## src/rtl/sertx_pkg.sv

```systemverilog
package sertx_pkg;

    localparam int unsigned BYTE_W = 8;
    localparam int unsigned LEN_W  = 4;
    localparam int unsigned MIN_LEN = 5;

    typedef enum logic [2:0] {
        TX_IDLE,
        TX_START,
        TX_DATA,
        TX_PARITY,
        TX_STOP
    } tx_state_e;

    typedef struct packed {
        logic [LEN_W-1:0] nbits;
        logic             two_stop;
        logic             par_en;
        logic             par_even;
    } frame_cfg_t;

    function automatic logic [BYTE_W-1:0] len_mask(input logic [LEN_W-1:0] n);
        logic [BYTE_W-1:0] m;
        m = '0;
        for (int i = 0; i < BYTE_W; i++) begin
            if (i < int'(n)) m[i] = 1'b1;
        end
        return m;
    endfunction

endpackage

```

## src/rtl/sertx_lcr_decode.sv

```systemverilog
module sertx_lcr_decode
    import sertx_pkg::*;
#(
    parameter int unsigned CTL_W = 8
) (
    input  logic [CTL_W-1:0] line_ctl_i,
    output frame_cfg_t       cfg_o,
    output logic             brk_o
);
    localparam int unsigned LenLsb  = 0;
    localparam int unsigned StopBit = 2;
    localparam int unsigned ParBit  = 3;
    localparam int unsigned EvenBit = 4;
    localparam int unsigned BrkBit  = 6;

    always_comb begin
        cfg_o.nbits    = LEN_W'(MIN_LEN) + LEN_W'(line_ctl_i[LenLsb +: 2]);
        cfg_o.two_stop = line_ctl_i[StopBit];
        cfg_o.par_en   = line_ctl_i[ParBit];
        cfg_o.par_even = line_ctl_i[EvenBit];
        brk_o          = line_ctl_i[BrkBit];
    end


    nbits_range_chk: assert property (@(line_ctl_i) 1'b1 |-> (cfg_o.nbits >= 4'd5 && cfg_o.nbits <= 4'd8));

endmodule

```

## src/rtl/sertx_baud.sv

```systemverilog
module sertx_baud #(
    parameter int unsigned DIV_W     = 16,
    parameter int unsigned RESET_DIV = 1
) (
    input  logic             clk_i,
    input  logic             rst_ni,
    input  logic             tick_i,
    input  logic             restart_i,
    input  logic [DIV_W-1:0] divisor_i,
    output logic             bit_en_o
);
    localparam logic [DIV_W-1:0] ResetDiv = DIV_W'(RESET_DIV);
    localparam logic [DIV_W-1:0] One      = DIV_W'(1);

    typedef struct packed {
        logic [DIV_W-1:0] div;
        logic [DIV_W-1:0] cnt;
    } baud_st_t;

    baud_st_t st_d, st_q;
    logic     at_last;

    always_comb begin
        st_d    = st_q;
        at_last = (st_q.cnt == st_q.div - One);
        bit_en_o = 1'b0;
        if (restart_i) begin
            if (divisor_i != '0) st_d.div = divisor_i;
            st_d.cnt = '0;
        end else if (tick_i) begin
            if (at_last) begin
                st_d.cnt = '0;
                bit_en_o = 1'b1;
            end else begin
                st_d.cnt = st_q.cnt + One;
            end
        end
    end

    always_ff @(posedge clk_i) begin
        if (!rst_ni) begin
            st_q.div <= ResetDiv;
            st_q.cnt <= '0;
        end else begin
            st_q <= st_d;
        end
    end


    zero_div_keep_chk: assert property (@(posedge clk_i) disable iff (!rst_ni)
        (restart_i && divisor_i == '0) |=> $stable(st_q.div));


    div_nonzero_chk: assert property (@(posedge clk_i) disable iff (!rst_ni)
        st_q.div != '0);


    cnt_range_chk: assert property (@(posedge clk_i) disable iff (!rst_ni)
        st_q.cnt < st_q.div);


    no_tick_hold_chk: assert property (@(posedge clk_i) disable iff (!rst_ni)
        (!tick_i && !restart_i) |=> $stable(st_q.cnt));

endmodule

```

## src/rtl/sertx_serializer.sv

```systemverilog
module sertx_serializer
    import sertx_pkg::*;
(
    input  logic              clk_i,
    input  logic              rst_ni,
    input  logic              valid_i,
    input  logic [BYTE_W-1:0] data_i,
    input  frame_cfg_t        cfg_i,
    input  logic              bit_en_i,
    output logic              accept_o,
    output logic              ready_o,
    output logic              busy_o,
    output logic              line_o
);
    typedef struct packed {
        tx_state_e         state;
        frame_cfg_t        cfg;
        logic [BYTE_W-1:0] sh;
        logic [LEN_W-1:0]  left;
        logic              par;
        logic              line;
    } ser_st_t;

    ser_st_t st_d, st_q;

    assign ready_o  = (st_q.state == TX_IDLE);
    assign busy_o   = (st_q.state != TX_IDLE);
    assign accept_o = valid_i && ready_o;
    assign line_o   = st_q.line;

    always_comb begin
        st_d = st_q;
        unique case (st_q.state)
            TX_IDLE: begin
                st_d.line = 1'b1;
                if (accept_o) begin
                    st_d.cfg   = cfg_i;
                    st_d.sh    = data_i;
                    st_d.par   = (^(data_i & len_mask(cfg_i.nbits))) ^ ~cfg_i.par_even;
                    st_d.state = TX_START;
                    st_d.line  = 1'b0;
                end
            end
            TX_START: begin
                if (bit_en_i) begin
                    st_d.line  = st_q.sh[0];
                    st_d.sh    = st_q.sh >> 1;
                    st_d.left  = st_q.cfg.nbits - LEN_W'(1);
                    st_d.state = TX_DATA;
                end
            end
            TX_DATA: begin
                if (bit_en_i) begin
                    if (st_q.left == '0) begin
                        if (st_q.cfg.par_en) begin
                            st_d.state = TX_PARITY;
                            st_d.line  = st_q.par;
                        end else begin
                            st_d.state = TX_STOP;
                            st_d.line  = 1'b1;
                            st_d.left  = LEN_W'(st_q.cfg.two_stop);
                        end
                    end else begin
                        st_d.line = st_q.sh[0];
                        st_d.sh   = st_q.sh >> 1;
                        st_d.left = st_q.left - LEN_W'(1);
                    end
                end
            end
            TX_PARITY: begin
                if (bit_en_i) begin
                    st_d.state = TX_STOP;
                    st_d.line  = 1'b1;
                    st_d.left  = LEN_W'(st_q.cfg.two_stop);
                end
            end
            TX_STOP: begin
                if (bit_en_i) begin
                    if (st_q.left == '0) begin
                        st_d.state = TX_IDLE;
                    end else begin
                        st_d.left = st_q.left - LEN_W'(1);
                    end
                end
            end
            default: st_d.state = TX_IDLE;
        endcase
    end

    always_ff @(posedge clk_i) begin
        if (!rst_ni) begin
            st_q.state <= TX_IDLE;
            st_q.cfg   <= '0;
            st_q.sh    <= '0;
            st_q.left  <= '0;
            st_q.par   <= 1'b0;
            st_q.line  <= 1'b1;
        end else begin
            st_q <= st_d;
        end
    end


    idle_high_chk: assert property (@(posedge clk_i) disable iff (!rst_ni)
        (st_q.state == TX_IDLE) |-> st_q.line);


    start_low_chk: assert property (@(posedge clk_i) disable iff (!rst_ni)
        $rose(busy_o) |-> !st_q.line);


    stop_high_chk: assert property (@(posedge clk_i) disable iff (!rst_ni)
        (st_q.state == TX_STOP) |-> st_q.line);


    cfg_hold_chk: assert property (@(posedge clk_i) disable iff (!rst_ni)
        (busy_o && $past(busy_o)) |-> $stable(st_q.cfg));


    busy_refuse_chk: assert property (@(posedge clk_i) disable iff (!rst_ni)
        (busy_o && valid_i && st_q.state != TX_STOP) |=> busy_o);


    no_step_chk: assert property (@(posedge clk_i) disable iff (!rst_ni)
        (!bit_en_i && busy_o) |=> $stable(st_q.state));

endmodule

```

## src/rtl/sertx_top.sv

```systemverilog
module sertx_top
    import sertx_pkg::*;
#(
    parameter int unsigned DIV_W     = 16,
    parameter int unsigned RESET_DIV = 1
) (
    input  logic             clk_i,
    input  logic             rst_ni,
    input  logic             rate_tick_i,
    input  logic [7:0]       line_ctl_i,
    input  logic [DIV_W-1:0] divisor_i,
    input  logic [7:0]       data_i,
    input  logic             valid_i,
    output logic             ready_o,
    output logic             busy_o,
    output logic             txd_o
);
    frame_cfg_t cfg;
    logic       brk_req;
    logic       bit_en;
    logic       accept;
    logic       line;

    typedef struct packed {
        logic brk;
    } top_st_t;

    top_st_t st_d, st_q;

    sertx_lcr_decode #(.CTL_W(8)) dec_i (
        .line_ctl_i (line_ctl_i),
        .cfg_o      (cfg),
        .brk_o      (brk_req)
    );

    sertx_baud #(.DIV_W(DIV_W), .RESET_DIV(RESET_DIV)) baud_i (
        .clk_i     (clk_i),
        .rst_ni    (rst_ni),
        .tick_i    (rate_tick_i),
        .restart_i (accept),
        .divisor_i (divisor_i),
        .bit_en_o  (bit_en)
    );

    sertx_serializer ser_i (
        .clk_i    (clk_i),
        .rst_ni   (rst_ni),
        .valid_i  (valid_i),
        .data_i   (data_i),
        .cfg_i    (cfg),
        .bit_en_i (bit_en),
        .accept_o (accept),
        .ready_o  (ready_o),
        .busy_o   (busy_o),
        .line_o   (line)
    );

    always_comb begin
        st_d     = st_q;
        st_d.brk = brk_req;
    end

    always_ff @(posedge clk_i) begin
        if (!rst_ni) begin
            st_q.brk <= 1'b0;
        end else begin
            st_q <= st_d;
        end
    end

    assign txd_o = st_q.brk ? 1'b0 : line;


    break_low_chk: assert property (@(posedge clk_i) disable iff (!rst_ni)
        line_ctl_i[6] |=> !txd_o);


    break_release_chk: assert property (@(posedge clk_i) disable iff (!rst_ni)
        (!line_ctl_i[6] && !busy_o && !valid_i) |=> txd_o);


    ready_busy_chk: assert property (@(posedge clk_i) disable iff (!rst_ni)
        (valid_i && ready_o) |=> (busy_o && !ready_o));

endmodule

```

## config.mk

```make
export PLATFORM = sky130hd
export DESIGN_NAME = sertx_top
export DESIGN_NICKNAME = d
export VERILOG_FILES = /design/src/rtl/sertx_pkg.sv /design/src/rtl/sertx_lcr_decode.sv /design/src/rtl/sertx_baud.sv /design/src/rtl/sertx_serializer.sv /design/src/rtl/sertx_top.sv
export SDC_FILE = /design/constraint.sdc
export NUM_CORES = 1
export LEC_CHECK = 0
export CORE_ASPECT_RATIO = 1.75
export CORE_MARGIN = 10
export CORE_UTILIZATION = 57
export DETAILED_ROUTE_END_ITERATION = 16
export DONT_BUFFER_PORTS = 1
export GPL_ROUTABILITY_DRIVEN = 1
export PLACE_DENSITY_LB_ADDON = 0.05
export RECOVER_POWER = 50
export SLEW_MARGIN = 15
export SYNTH_ARGS = -nofsm -noshare
export SYNTH_HDL_FRONTEND = slang
export SYNTH_SLANG_ARGS = --single-unit
```

## constraint.sdc

```tcl
create_clock -name clk_i -period 2.3 [get_ports clk_i]
set_input_delay 0.345 -clock clk_i [delete_from_list [all_inputs] [get_ports clk_i]]
set_output_delay 0.345 -clock clk_i [all_outputs]
set_load 0.03 [all_outputs]
```

==> results_dict.tcl, run 1 <==
set metrics [dict create \
    outcome "complete, but fails checks" \
    violations_in_the_final_reports "setup timing" \
    cts_htree_levels 2 \
    cts_buffer_depth 2 \
    grt_first_pass_wirelength_um 14900 \
    track_usage_pct 19.3 \
    synth_area_um2 3340 \
    layout_cell_share_with_drive_strength_beyond_1_pct 26.7 \
    start_util_pct 59.4 \
    ir_drop_mv 0.527 \
    synth_seq_area_share_pct 33.5 \
    ys_async_sr_fraction_pct 0 \
    max_clock_freq_ghz 0.399 \
    floorplan.die.height_um 121 \
    average_footprint_of_a_synthesized_cell_um2 8.34 \
    worst_setup_hold_path_clk_slew_ns 0.10 \
    io_buffer_count 0 \
    io_pins 39 \
    synth-main-ff-cell "sky130_fd_sc_hd__dfxtp_1" \
    dp_slack_ns -0.300 \
    cts_root_buffer "sky130_fd_sc_hd__clkbuf_8" \
    timing_worst_setup_path_type "register to register" \
    wl_met1_um 3110 \
    globalplace.congestion 0.955 \
    place_hpwl_um 6770 \
    drt-initial-drc-count 199 \
    netlist_instances 401 \
    via_per_inst 5.86 \
    drv.max_cap_violation_count 0 \
    final_hold_viol_count 0 \
    fin_hold_ws_ns 0.0940 \
    routed_wirelength_um 9000 \
    routed-wl-met3_um 321 \
    setup_slack_ns -0.206 \
    setup-tns-final_ns -4.62 \
    detail_route.drc_violations 0 \
    grt_antenna_before_repair 0 \
    relSlewSlack_pct 52.2 \
    worstHoldPathType "input port to register" \
    postCtsHoldBufs 0 \
    die_x_um 77.9 \
    finalSetupViolations 30 \
    met2WireLength_um 5290 \
    ys_ff_latch 56 \
    worst_ep_required_time_ns 2.54 \
    final_routed_wire_length_divided_by_cell_count_um 17.4 \
    placementRows 36 \
    first_global_vias 3156 \
    cts.sinks 56 \
    via_count 3033 \
    cts-buffers-inserted 5 \
    antenna_cells 0 \
    insertion_delay_ns 0.31 \
    postRouteAntennaNets 0 \
    finalCritPeriodShare_pct 109 \
    grt_overflow_total 0 \
    setup.worst_path.start_class "register" \
    top_sig_layer "met4" \
    timing.clock.skew_ns 0.00611 \
    critPathCaptureType "register" \
    layout_min_cycle_time_ns 2.51 \
    leakage_power_figure_nw 1.62 \
    dieArea_um2 9450 \
    area_growth_pct 24.8 \
    grt_setup_unrepaired "true" \
    synth_enable_flop_cells 0 \
    yosys_warnings 0 \
    coreArea_um2 5630 \
    maximum_number_of_pins_on_one_net_before_global_route_repair 28 \
    tightest_slew_ns 0.711 \
    power.density_nw_per_um2 557 \
    crit_path_max_fanout 4 \
    final_max_slew_viol_count 0 \
    cts_tree "built" \
    detailedRoute.firstPassIterationCount 4 \
    total_power_consumption_w 0.00232 \
    arrival_ns 2.75 \
    final_net_count 485 \
    filler_cell_count 451 \
    ys_types 57 \
    synth_nets 445 \
]
## path summary, 6_finish.rpt
kind | startpoint | endpoint | slack [ns] | depth (start not counted)
setup / recovery | baud_i.st_q[17]$_SDFFE_PN0P_ | ser_i.st_q[22]$_SDFFE_PN0P_ | -0.21 | 11
hold / removal | rst_ni | baud_i.st_q[16]$_SDFFE_PN1P_ | 0.09 | 1
setup reg to reg | baud_i.st_q[17]$_SDFFE_PN0P_ | ser_i.st_q[22]$_SDFFE_PN0P_ | -0.21 | 11
hold reg to reg | ser_i.st_q[16]$_SDFFE_PN0P_ | ser_i.st_q[16]$_SDFFE_PN0P_ | 0.48 | 2
## cell usage after synthesis (2+ instances only)
cell type	count	area (µm²)
sky130_fd_sc_hd__a2111oi_0	2	17.5
sky130_fd_sc_hd__a211o_1	4	35.0
sky130_fd_sc_hd__a211oi_1	13	97.6
sky130_fd_sc_hd__a21oi_1	20	100
sky130_fd_sc_hd__a22oi_1	10	75.1
sky130_fd_sc_hd__a31oi_1	2	12.5
sky130_fd_sc_hd__and2_1	3	18.8
sky130_fd_sc_hd__and3_1	6	37.5
sky130_fd_sc_hd__buf_1	2	7.51
sky130_fd_sc_hd__buf_2	2	10.0
sky130_fd_sc_hd__buf_6	3	33.8
sky130_fd_sc_hd__clkbuf_1	9	33.8
sky130_fd_sc_hd__dfxtp_1	56	1120
sky130_fd_sc_hd__dlygate4sd1_1	2	17.5
sky130_fd_sc_hd__ha_1	8	100
sky130_fd_sc_hd__inv_1	16	60.1
sky130_fd_sc_hd__mux2i_1	16	160
sky130_fd_sc_hd__nand2_1	36	135
sky130_fd_sc_hd__nand2b_1	5	31.3
sky130_fd_sc_hd__nand3_1	6	30.0
sky130_fd_sc_hd__nand3b_1	3	22.5
sky130_fd_sc_hd__nand4_1	5	31.3
sky130_fd_sc_hd__nand4b_1	2	17.5
sky130_fd_sc_hd__nor2_1	55	206
sky130_fd_sc_hd__nor2b_1	3	18.8
sky130_fd_sc_hd__nor3_1	9	45.0
sky130_fd_sc_hd__nor3b_1	9	67.6
sky130_fd_sc_hd__nor4_1	6	37.5
sky130_fd_sc_hd__nor4_4	2	42.5
sky130_fd_sc_hd__o2111ai_1	2	17.5
sky130_fd_sc_hd__o21ai_0	13	65.1
sky130_fd_sc_hd__o32ai_1	2	17.5
sky130_fd_sc_hd__or2_2	3	18.8
sky130_fd_sc_hd__or3_1	2	12.5
sky130_fd_sc_hd__xnor2_1	23	201
sky130_fd_sc_hd__xor2_1	20	175
## metal layers
metal | vias up | track usage (%)
li1 | 1490 | -
met1 | 1468 | 18.0
met2 | 56 | 38.6
met3 | 19 | 3.41
met4 | 0 | 9.12
met5 | - | 0
## report_power, final
| group | total (W) | switching (W) | internal (W) |
|---|---|---|---|
| registers | 0.00107 | 0.0000463 | 0.00102 |
| clock network | 0.000562 | 0.000315 | 0.000247 |
| logic | 0.000692 | 0.000360 | 0.000332 |
| total | 0.00232 | 0.000722 | 0.00160 |
## flip-flops by register name, summed over array words and instances, names as in the netlist
register / cells
ser_i.line_o: 1
ser_i.st_q: 22
st_q: 1
baud_i.st_q: 32
## layout make-up
class | instances | area [µm²] | share of cell area, %
multi-input combinational | 311 | 2360 | 56.6
sequential | 56 | 1130 | 27.0
clock buffer | 8 | 90.1 | 2.16
tap | 76 | 95.1 | 2.28
timing repair buffer | 51 | 437 | 10.5
inverter | 16 | 60.1 | 1.44
## cell families (layout without fill, tap and decap cells)
| logic type | Yosys count | count (layout) | synth area share, % |
|---|---|---|---|
| and+or+nand+nor | 163 | 163 | 25.6 |
| AOI/OAI and AO/OA | 78 | 79 | 16.0 |
| DFF | 56 | 56 | 33.5 |
| xor gates and xnor gates | 43 | 43 | 11.3 |
| buffers and inverters | 35 | 75 | 5.09 |
| muxes | 17 | 17 | 5.13 |
| adders and majority gates | 9 | 9 | 3.33 |
## cell usage in the layout, fill, tap and decap left out, types with 3 or more instances in the layout
cell / Yosys / final
sky130_fd_sc_hd__nand3_1: 6 / 4
sky130_fd_sc_hd__ha_1: 8 / 7
sky130_fd_sc_hd__a21oi_2: 0 / 3
sky130_fd_sc_hd__nor2_1: 55 / 42
sky130_fd_sc_hd__or2_2: 3 / 3
sky130_fd_sc_hd__and3_1: 6 / 6
sky130_fd_sc_hd__mux2i_1: 16 / 16
sky130_fd_sc_hd__a211o_1: 4 / 4
sky130_fd_sc_hd__nand2_1: 36 / 34
sky130_fd_sc_hd__clkbuf_8: 0 / 6
sky130_fd_sc_hd__a211oi_1: 13 / 11
sky130_fd_sc_hd__o21ai_0: 13 / 8
sky130_fd_sc_hd__nor2_4: 0 / 13
sky130_fd_sc_hd__a21oi_1: 20 / 17
sky130_fd_sc_hd__nor2b_1: 3 / 3
sky130_fd_sc_hd__buf_4: 1 / 41
sky130_fd_sc_hd__nor3_2: 0 / 3
sky130_fd_sc_hd__nor3b_2: 0 / 7
sky130_fd_sc_hd__clkbuf_1: 9 / 4
sky130_fd_sc_hd__xor2_1: 20 / 20
sky130_fd_sc_hd__dfxtp_2: 0 / 6
sky130_fd_sc_hd__o21ai_1: 0 / 5
sky130_fd_sc_hd__inv_1: 16 / 14
sky130_fd_sc_hd__nand2b_1: 5 / 3
sky130_fd_sc_hd__nor4_1: 6 / 5
sky130_fd_sc_hd__nand3b_1: 3 / 3
sky130_fd_sc_hd__nand4_1: 5 / 5
sky130_fd_sc_hd__buf_6: 3 / 5
sky130_fd_sc_hd__a22oi_1: 10 / 10
sky130_fd_sc_hd__xnor2_1: 23 / 23
sky130_fd_sc_hd__nor3_1: 9 / 6
sky130_fd_sc_hd__dfxtp_1: 56 / 50
## metrics by stage
stage	std cells	util [%]	cell area (µm²)
after floorplan	401	-	3400
after global placement	501	66.3	3730
after detailed placement	501	66.3	3730
after CTS	517	71.3	4010
after global routing	518	74.2	4180
final	518	74.2	4180
## what timing repair did
| action | in CTS | in global routing |
|---|---|---|
| pin swaps | 19 | 23 |
| hold endpoints to repair | 0 | 0 |
| setup buffers | 8 | 0 |
| gates resized for setup | 33 | 35 |
| setup endpoints to repair | 32 | 32 |
| gates cloned | 1 | 1 |
## critical path, stage by stage, from the launching register on
cell and delay, ns:
sky130_fd_sc_hd__dfxtp_2 0.34, sky130_fd_sc_hd__inv_2 0.04, sky130_fd_sc_hd__ha_4 0.25, sky130_fd_sc_hd__xor2_1 0.14, sky130_fd_sc_hd__o211ai_1 0.11, sky130_fd_sc_hd__a211o_1 0.24
sky130_fd_sc_hd__a221o_1 0.32, sky130_fd_sc_hd__buf_6 0.14, sky130_fd_sc_hd__nor3b_4 0.27, sky130_fd_sc_hd__nand3_2 0.17, sky130_fd_sc_hd__or2_0 0.24, sky130_fd_sc_hd__a211oi_2 0.17
Note: power is estimated with default switching activity, not from simulation.
==> run 2, diff against run 1 <==
- ABC_AREA: unset -> 1
- CORE_UTILIZATION: 57 -> 58
- HOLD_SLACK_MARGIN: unset -> 0.12
==> results_dict.tcl, run 2 <==
set metrics [dict create \
    outcome "complete, no violations" \
    antenna_cells 0 \
    most_frequent_standard_cell_in_the_layout_excluding_fill_and_tap_cells "sky130_fd_sc_hd__nand2_1" \
    io_buffer_count 0 \
    critical_path.cell_chain "inv_2, ha_4, xnor2_2, nor2_1, nand2_1, nor2_4, nand2_2, nor2_4, nand2_2, nor2_4, nand4_4, o21ai_4, buf_12, nand3_1, nand2_1, nor2_1" \
    crit_path_max_fanout 7 \
    ir_drop_mv 0.910 \
    layout_cell_share_with_drive_strength_beyond_1_pct 13.4 \
    cts-buffers-inserted 5 \
    worstHoldPathType "input port to register" \
    grt_overflow_total 0 \
    cts_root_buffer "sky130_fd_sc_hd__clkbuf_16" \
    post-synth-top-area-cell "sky130_fd_sc_hd__dfxtp_1" \
    drt-initial-drc-count 240 \
    ys_types 47 \
    max_ffs_per_register 32 \
    cts_htree_levels 2 \
    grt_setup_unrepaired "true" \
    io_pins 39 \
    crit_slowest_cell "sky130_fd_sc_hd__dfxtp_2" \
    postRouteAntennaNets 0 \
    synth_seq_area_share_pct 29.2 \
    place_hpwl_um 8040 \
    track_usage_pct 19.7 \
    setup_slack_ns 0.0742 \
    max_clock_freq_ghz 0.449 \
    critPathCaptureType "register" \
    netlist_instances 588 \
    dieArea_um2 10400 \
    final_hold_viol_count 0 \
    setup-tns-final_ns 0 \
    final_net_count 641 \
    cell_count_after_placement 668 \
    finish.cell_count_without_fillers 680 \
    area_growth_pct 10.7 \
    coreArea_um2 6490 \
    start_util_pct 59.1 \
    postCtsHoldBufs 0 \
    tightest_slew_ns 0.679 \
    routed_wirelength_um 9990 \
    placementRows 39 \
    leakage_power_figure_nw 1.96 \
    average_footprint_of_a_synthesized_cell_um2 6.52 \
    critical_path.most_common_cell "sky130_fd_sc_hd__nor2_4" \
    cts_buffer_depth 2 \
    synth_enable_flop_cells 0 \
    yosys_warnings 0 \
    grt_first_pass_wirelength_um 16200 \
    most-common-layout-cells "sky130_fd_sc_hd__nand2_1 (123), sky130_fd_sc_hd__nor2_1 (83), sky130_fd_sc_hd__inv_1 (78)" \
    relSlewSlack_pct 54.5 \
    drv.max_cap_violation_count 0 \
    synth-main-ff-cell "sky130_fd_sc_hd__dfxtp_1" \
    setup.worst_path.start_class "register" \
    final_max_slew_viol_count 0 \
    arrival_ns 2.42 \
    cell_types_with_the_highest_counts_after_synthesis "sky130_fd_sc_hd__nand2_1 (127), sky130_fd_sc_hd__nor2_1 (86), sky130_fd_sc_hd__inv_1 (78), sky130_fd_sc_hd__dfxtp_1 (56), sky130_fd_sc_hd__nand3_1 (44)" \
    first_global_vias 3548 \
    grt_antenna_before_repair 0 \
    cts.sinks 56 \
    via_per_inst 5.43 \
    synth_area_leaders "sky130_fd_sc_hd__dfxtp_1 (29%), sky130_fd_sc_hd__nand2_1 (12%), sky130_fd_sc_hd__nor2_1 (8.4%)" \
    insertion_delay_ns 0.30 \
    layout_top_registers "baud_i.st_q: 32 flops, ser_i.st_q: 22 flops" \
    globalplace.congestion 0.957 \
    floorplan.die.height_um 128 \
    final_routed_wire_length_divided_by_cell_count_um 14.7 \
    power.density_nw_per_um2 1200 \
    worst_setup_hold_path_clk_slew_ns 0.07 \
    via_count 3691 \
    ys_ff_latch 56 \
    maximum_number_of_pins_on_one_net_before_global_route_repair 40 \
    post-synth-top-area-fraction_pct 29.2 \
    detailedRoute.firstPassIterationCount 5 \
    cts_tree "built" \
    layout_min_cycle_time_ns 2.23 \
    ys_async_sr_fraction_pct 0 \
    finalCritPeriodShare_pct 96.8 \
    finalSetupViolations 0 \
    timing_worst_setup_path_type "register to register" \
    synth_area_um2 3830 \
    synth_nets 632 \
    die_x_um 81.5 \
    dp_slack_ns 0.0278 \
    cp_slowest_stage_delay_ns 0.33 \
    registers.top_by_ff_count "baud_i.st_q" \
    detail_route.drc_violations 0 \
    timing.clock.skew_ns 0.00335 \
    yosysMostFrequentCell "sky130_fd_sc_hd__nand2_1" \
    worst_ep_required_time_ns 2.50 \
]
## run 2: kinds of logic (layout without fill, tap and decap cells)
logic type      count (synthesis)  after routing  share of synthesized area (%)
compound gates                 83             83                           13.1
flops                          56             56                           29.2
buf+inv                       103            113                           10.7
fa+ha+maj                       8              8                           2.61
simple gates                  307            307                           37.3
xor+xnor                       31             31                           7.08
## run 2: final cells by class
class | count | area, µm²
Multi-Input combinational cell | 429 | 2360
Fill cell | 628 | 2250
Sequential cell | 56 | 1130
Inverter | 88 | 330
Timing Repair Buffer | 17 | 155
Clock buffer | 6 | 129
Tap cell | 82 | 103
Clock inverter | 2 | 35.0
## run 2: power breakdown
part	internal (W)	switching [W]
logic	0.00104	0.00175
registers	0.00121	0.000230
clock network	0.000513	0.000351
## run 2: worst paths after layout
path	start	end	slack, ns	cells past startpoint
hold / removal	line_ctl_i[0]	ser_i.st_q[17]$_SDFFE_PN0P_	0.13	1
setup / recovery	baud_i.st_q[16]$_SDFFE_PN1P_	ser_i.st_q[7]$_SDFFE_PN0P_	0.07	16
hold reg to reg	ser_i.st_q[8]$_SDFFE_PN0P_	ser_i.st_q[8]$_SDFFE_PN0P_	0.48	2
setup reg to reg	baud_i.st_q[16]$_SDFFE_PN1P_	ser_i.st_q[7]$_SDFFE_PN0P_	0.07	16
## run 2: critical path: cells and delay by family, from the launching register on
kind / cells / cell delay (ns)
buffers and inverters: 2 / 0.20
AO/OA/AOI/OAI: 1 / 0.26
adder cells (fa/ha/maj): 1 / 0.23
XOR/XNOR: 1 / 0.13
flip-flops: 1 / 0.33
AND/OR/NAND/NOR: 11 / 0.97
## run 2: per-layer routing
| layer | vias up | routed length, µm | GRT usage (%) | share of wire, % |
|---|---|---|---|---|
| li1 | 1895 | - | - | - |
| met1 | 1698 | 3400 | 17.3 | 34 |
| met2 | 74 | 5740 | 38.8 | 57 |
| met3 | 24 | 422 | 3.79 | 4.2 |
| met4 | 0 | 429 | 11.0 | 4.3 |
| met5 | - | 0 | 0 | 0 |
## run 2: repair_timing
item	CTS	global route
setup buffers	0	3
resized for setup	1	24
pin swaps	0	9
endpoints found under the setup margin	1	30
cloned	0	1
## run 2: per-stage QoR
stage	utilization [%]	cell area, µm²	hold slack (ns)	total power, W
final	65.4	4240	0.128	0.00508
after global routing	65.4	4240	0.121	0.00550
after CTS	63.7	4130	0.123	0.00492
after detailed placement	61.1	3970	0.441	0.00404
after global placement	61.1	3970	0.437	0.00397
after floorplan	-	3830	0.435	0.00346
==> run 3, diff against run 2 <==
- CORE_UTILIZATION: 58 -> 25
==> results_dict.tcl, run 3 (synthesis gave the netlist of run 2 again) <==
set metrics [dict create \
    outcome "complete, no violations" \
    globalplace.congestion 0.788 \
    crit_slowest_cell "sky130_fd_sc_hd__dfxtp_2" \
    cts_buffer_depth 2 \
    critical_path.most_common_cell "sky130_fd_sc_hd__nor2_4" \
    finalCritPeriodShare_pct 99.1 \
    via_per_inst 4.56 \
    finalSetupViolations 0 \
    cp_slowest_stage_delay_ns 0.34 \
    critPathCaptureType "register" \
    grt_antenna_before_repair 0 \
    final_net_count 671 \
    tightest_slew_ns 0.593 \
    final_hold_viol_count 0 \
    max_clock_freq_ghz 0.439 \
    antenna_cells 0 \
    die_x_um 114 \
    cts_htree_levels 2 \
    total_power_consumption_w 0.00553 \
    first_global_vias 3930 \
    arrival_ns 2.48 \
    grt_overflow_total 0 \
    timing.clock.skew_ns 0.00739 \
    drt-initial-drc-count 85 \
    setup.worst_path.start_class "register" \
    grt_setup_unrepaired "true" \
    most_frequent_standard_cell_in_the_layout_excluding_fill_and_tap_cells "sky130_fd_sc_hd__nand2_1" \
    floorplan.die.height_um 184 \
    cts.sinks 56 \
    layout_min_cycle_time_ns 2.28 \
    placementRows 59 \
    fin_hold_ws_ns 0.132 \
    worst_ep_required_time_ns 2.50 \
    ir_drop_mv 0.441 \
    coreArea_um2 15000 \
    layout_top_registers "baud_i.st_q: 32 flops, ser_i.st_q: 22 flops" \
    crit_family "simple AND/OR/NAND/NOR gates" \
    final_routed_wire_length_divided_by_cell_count_um 15.8 \
    placed_area_um2 4300 \
    detailedRoute.firstPassIterationCount 4 \
    postRouteAntennaNets 0 \
    final_max_slew_viol_count 0 \
    via_count 3696 \
    dieArea_um2 20900 \
    crit_path_max_fanout 7 \
    timing_worst_setup_path_type "register to register" \
    most-common-layout-cells "sky130_fd_sc_hd__nand2_1 (117), sky130_fd_sc_hd__inv_1 (77), sky130_fd_sc_hd__nor2_1 (76)" \
    layout_cell_share_with_drive_strength_beyond_1_pct 21.0 \
    setup_slack_ns 0.0211 \
    cts-buffers-inserted 5 \
    max_ffs_per_register 32 \
    layout.cell_area.non_filler_um2 4690 \
    fin_util_pct 31.3 \
    cts_tree "built" \
    cts_root_buffer "sky130_fd_sc_hd__clkbuf_16" \
    power.density_nw_per_um2 1180 \
    maximum_number_of_pins_on_one_net_before_global_route_repair 40 \
    insertion_delay_ns 0.30 \
    start_util_pct 25.6 \
    grt_first_pass_wirelength_um 20400 \
    routed_wirelength_um 12800 \
    dp_slack_ns -0.0984 \
    registers.top_by_ff_count "baud_i.st_q" \
    io_buffer_count 0 \
    relSlewSlack_pct 60.1 \
    drv.max_cap_violation_count 0 \
    track_usage_pct 12.5 \
    detail_route.drc_violations 0 \
    critical_path.cell_chain "inv_2, ha_4, xnor2_2, nor2_1, nand2_1, nor2_4, nand2_2, nor2_4, nand2_2, nor2_4, nand4_4, o21ai_4, buf_12, nand3_1, nand2_1, nor2_1" \
    place_hpwl_um 10500 \
    leakage_power_figure_nw 2.11 \
    worstHoldPathType "input port to register" \
    io_pins 39 \
    area_growth_pct 22.3 \
    critPathBufInv 2 \
    worst_setup_hold_path_clk_slew_ns 0.08 \
]
==> run 3: repair_timing <==
item	CTS	global route
pin swaps	4	25
gates resized for setup	8	42
buffers inserted	0	4
hold endpoints to repair	1	0
hold buffers	1	0
gates cloned	1	1
setup endpoints to repair	19	29
==> run 3: final cells by class <==
type	instances	area [µm²]
Tap cell	183	229
Clock buffer	6	129
Clock inverter	2	38.8
Inverter	88	330
Timing Repair Buffer	46	363
Multi-Input combinational cell	430	2470
Sequential cell	56	1130
Fill cell	1691	10300
==> run 3: per-layer routing <==
| layer | share of wire, % | wire length (µm) | global-route usage (%) | vias up |
|---|---|---|---|---|
| met5 | 0 | 0 | 0 | - |
| met4 | 2.3 | 297 | 4.54 | 0 |
| met3 | 3.8 | 485 | 2.58 | 14 |
| met2 | 61 | 7800 | 26.6 | 44 |
| met1 | 33 | 4230 | 10.6 | 1696 |
| li1 | - | - | - | 1942 |
==> run 3: final timing paths <==
kind,cells past startpoint,start,endpoint,slack (ns)
worst max register to register,16,baud_i.st_q[16]$_SDFFE_PN1P_,ser_i.st_q[10]$_SDFFE_PN0P_,0.02
worst min register to register,2,ser_i.st_q[8]$_SDFFE_PN0P_,ser_i.st_q[8]$_SDFFE_PN0P_,0.49
worst min-delay path,1,rst_ni,ser_i.line_o$_SDFFE_PN1P_,0.13
worst max-delay path,16,baud_i.st_q[16]$_SDFFE_PN1P_,ser_i.st_q[10]$_SDFFE_PN0P_,0.02
==> run 3: per-stage QoR <==
step           TNS, ns  std cells
2_1_floorplan        0        588
3_3_place_gp    -0.821        796
3_5_place_dp    -0.834        796
4_1_cts              0        806
5_1_grt          -1.34        811
6_report             0        811
==> run 3: power breakdown <==
part / internal (W) / switching (W)
Combinational: 0.00124 / 0.00193
Sequential: 0.00121 / 0.000225
Clock: 0.000521 / 0.000403
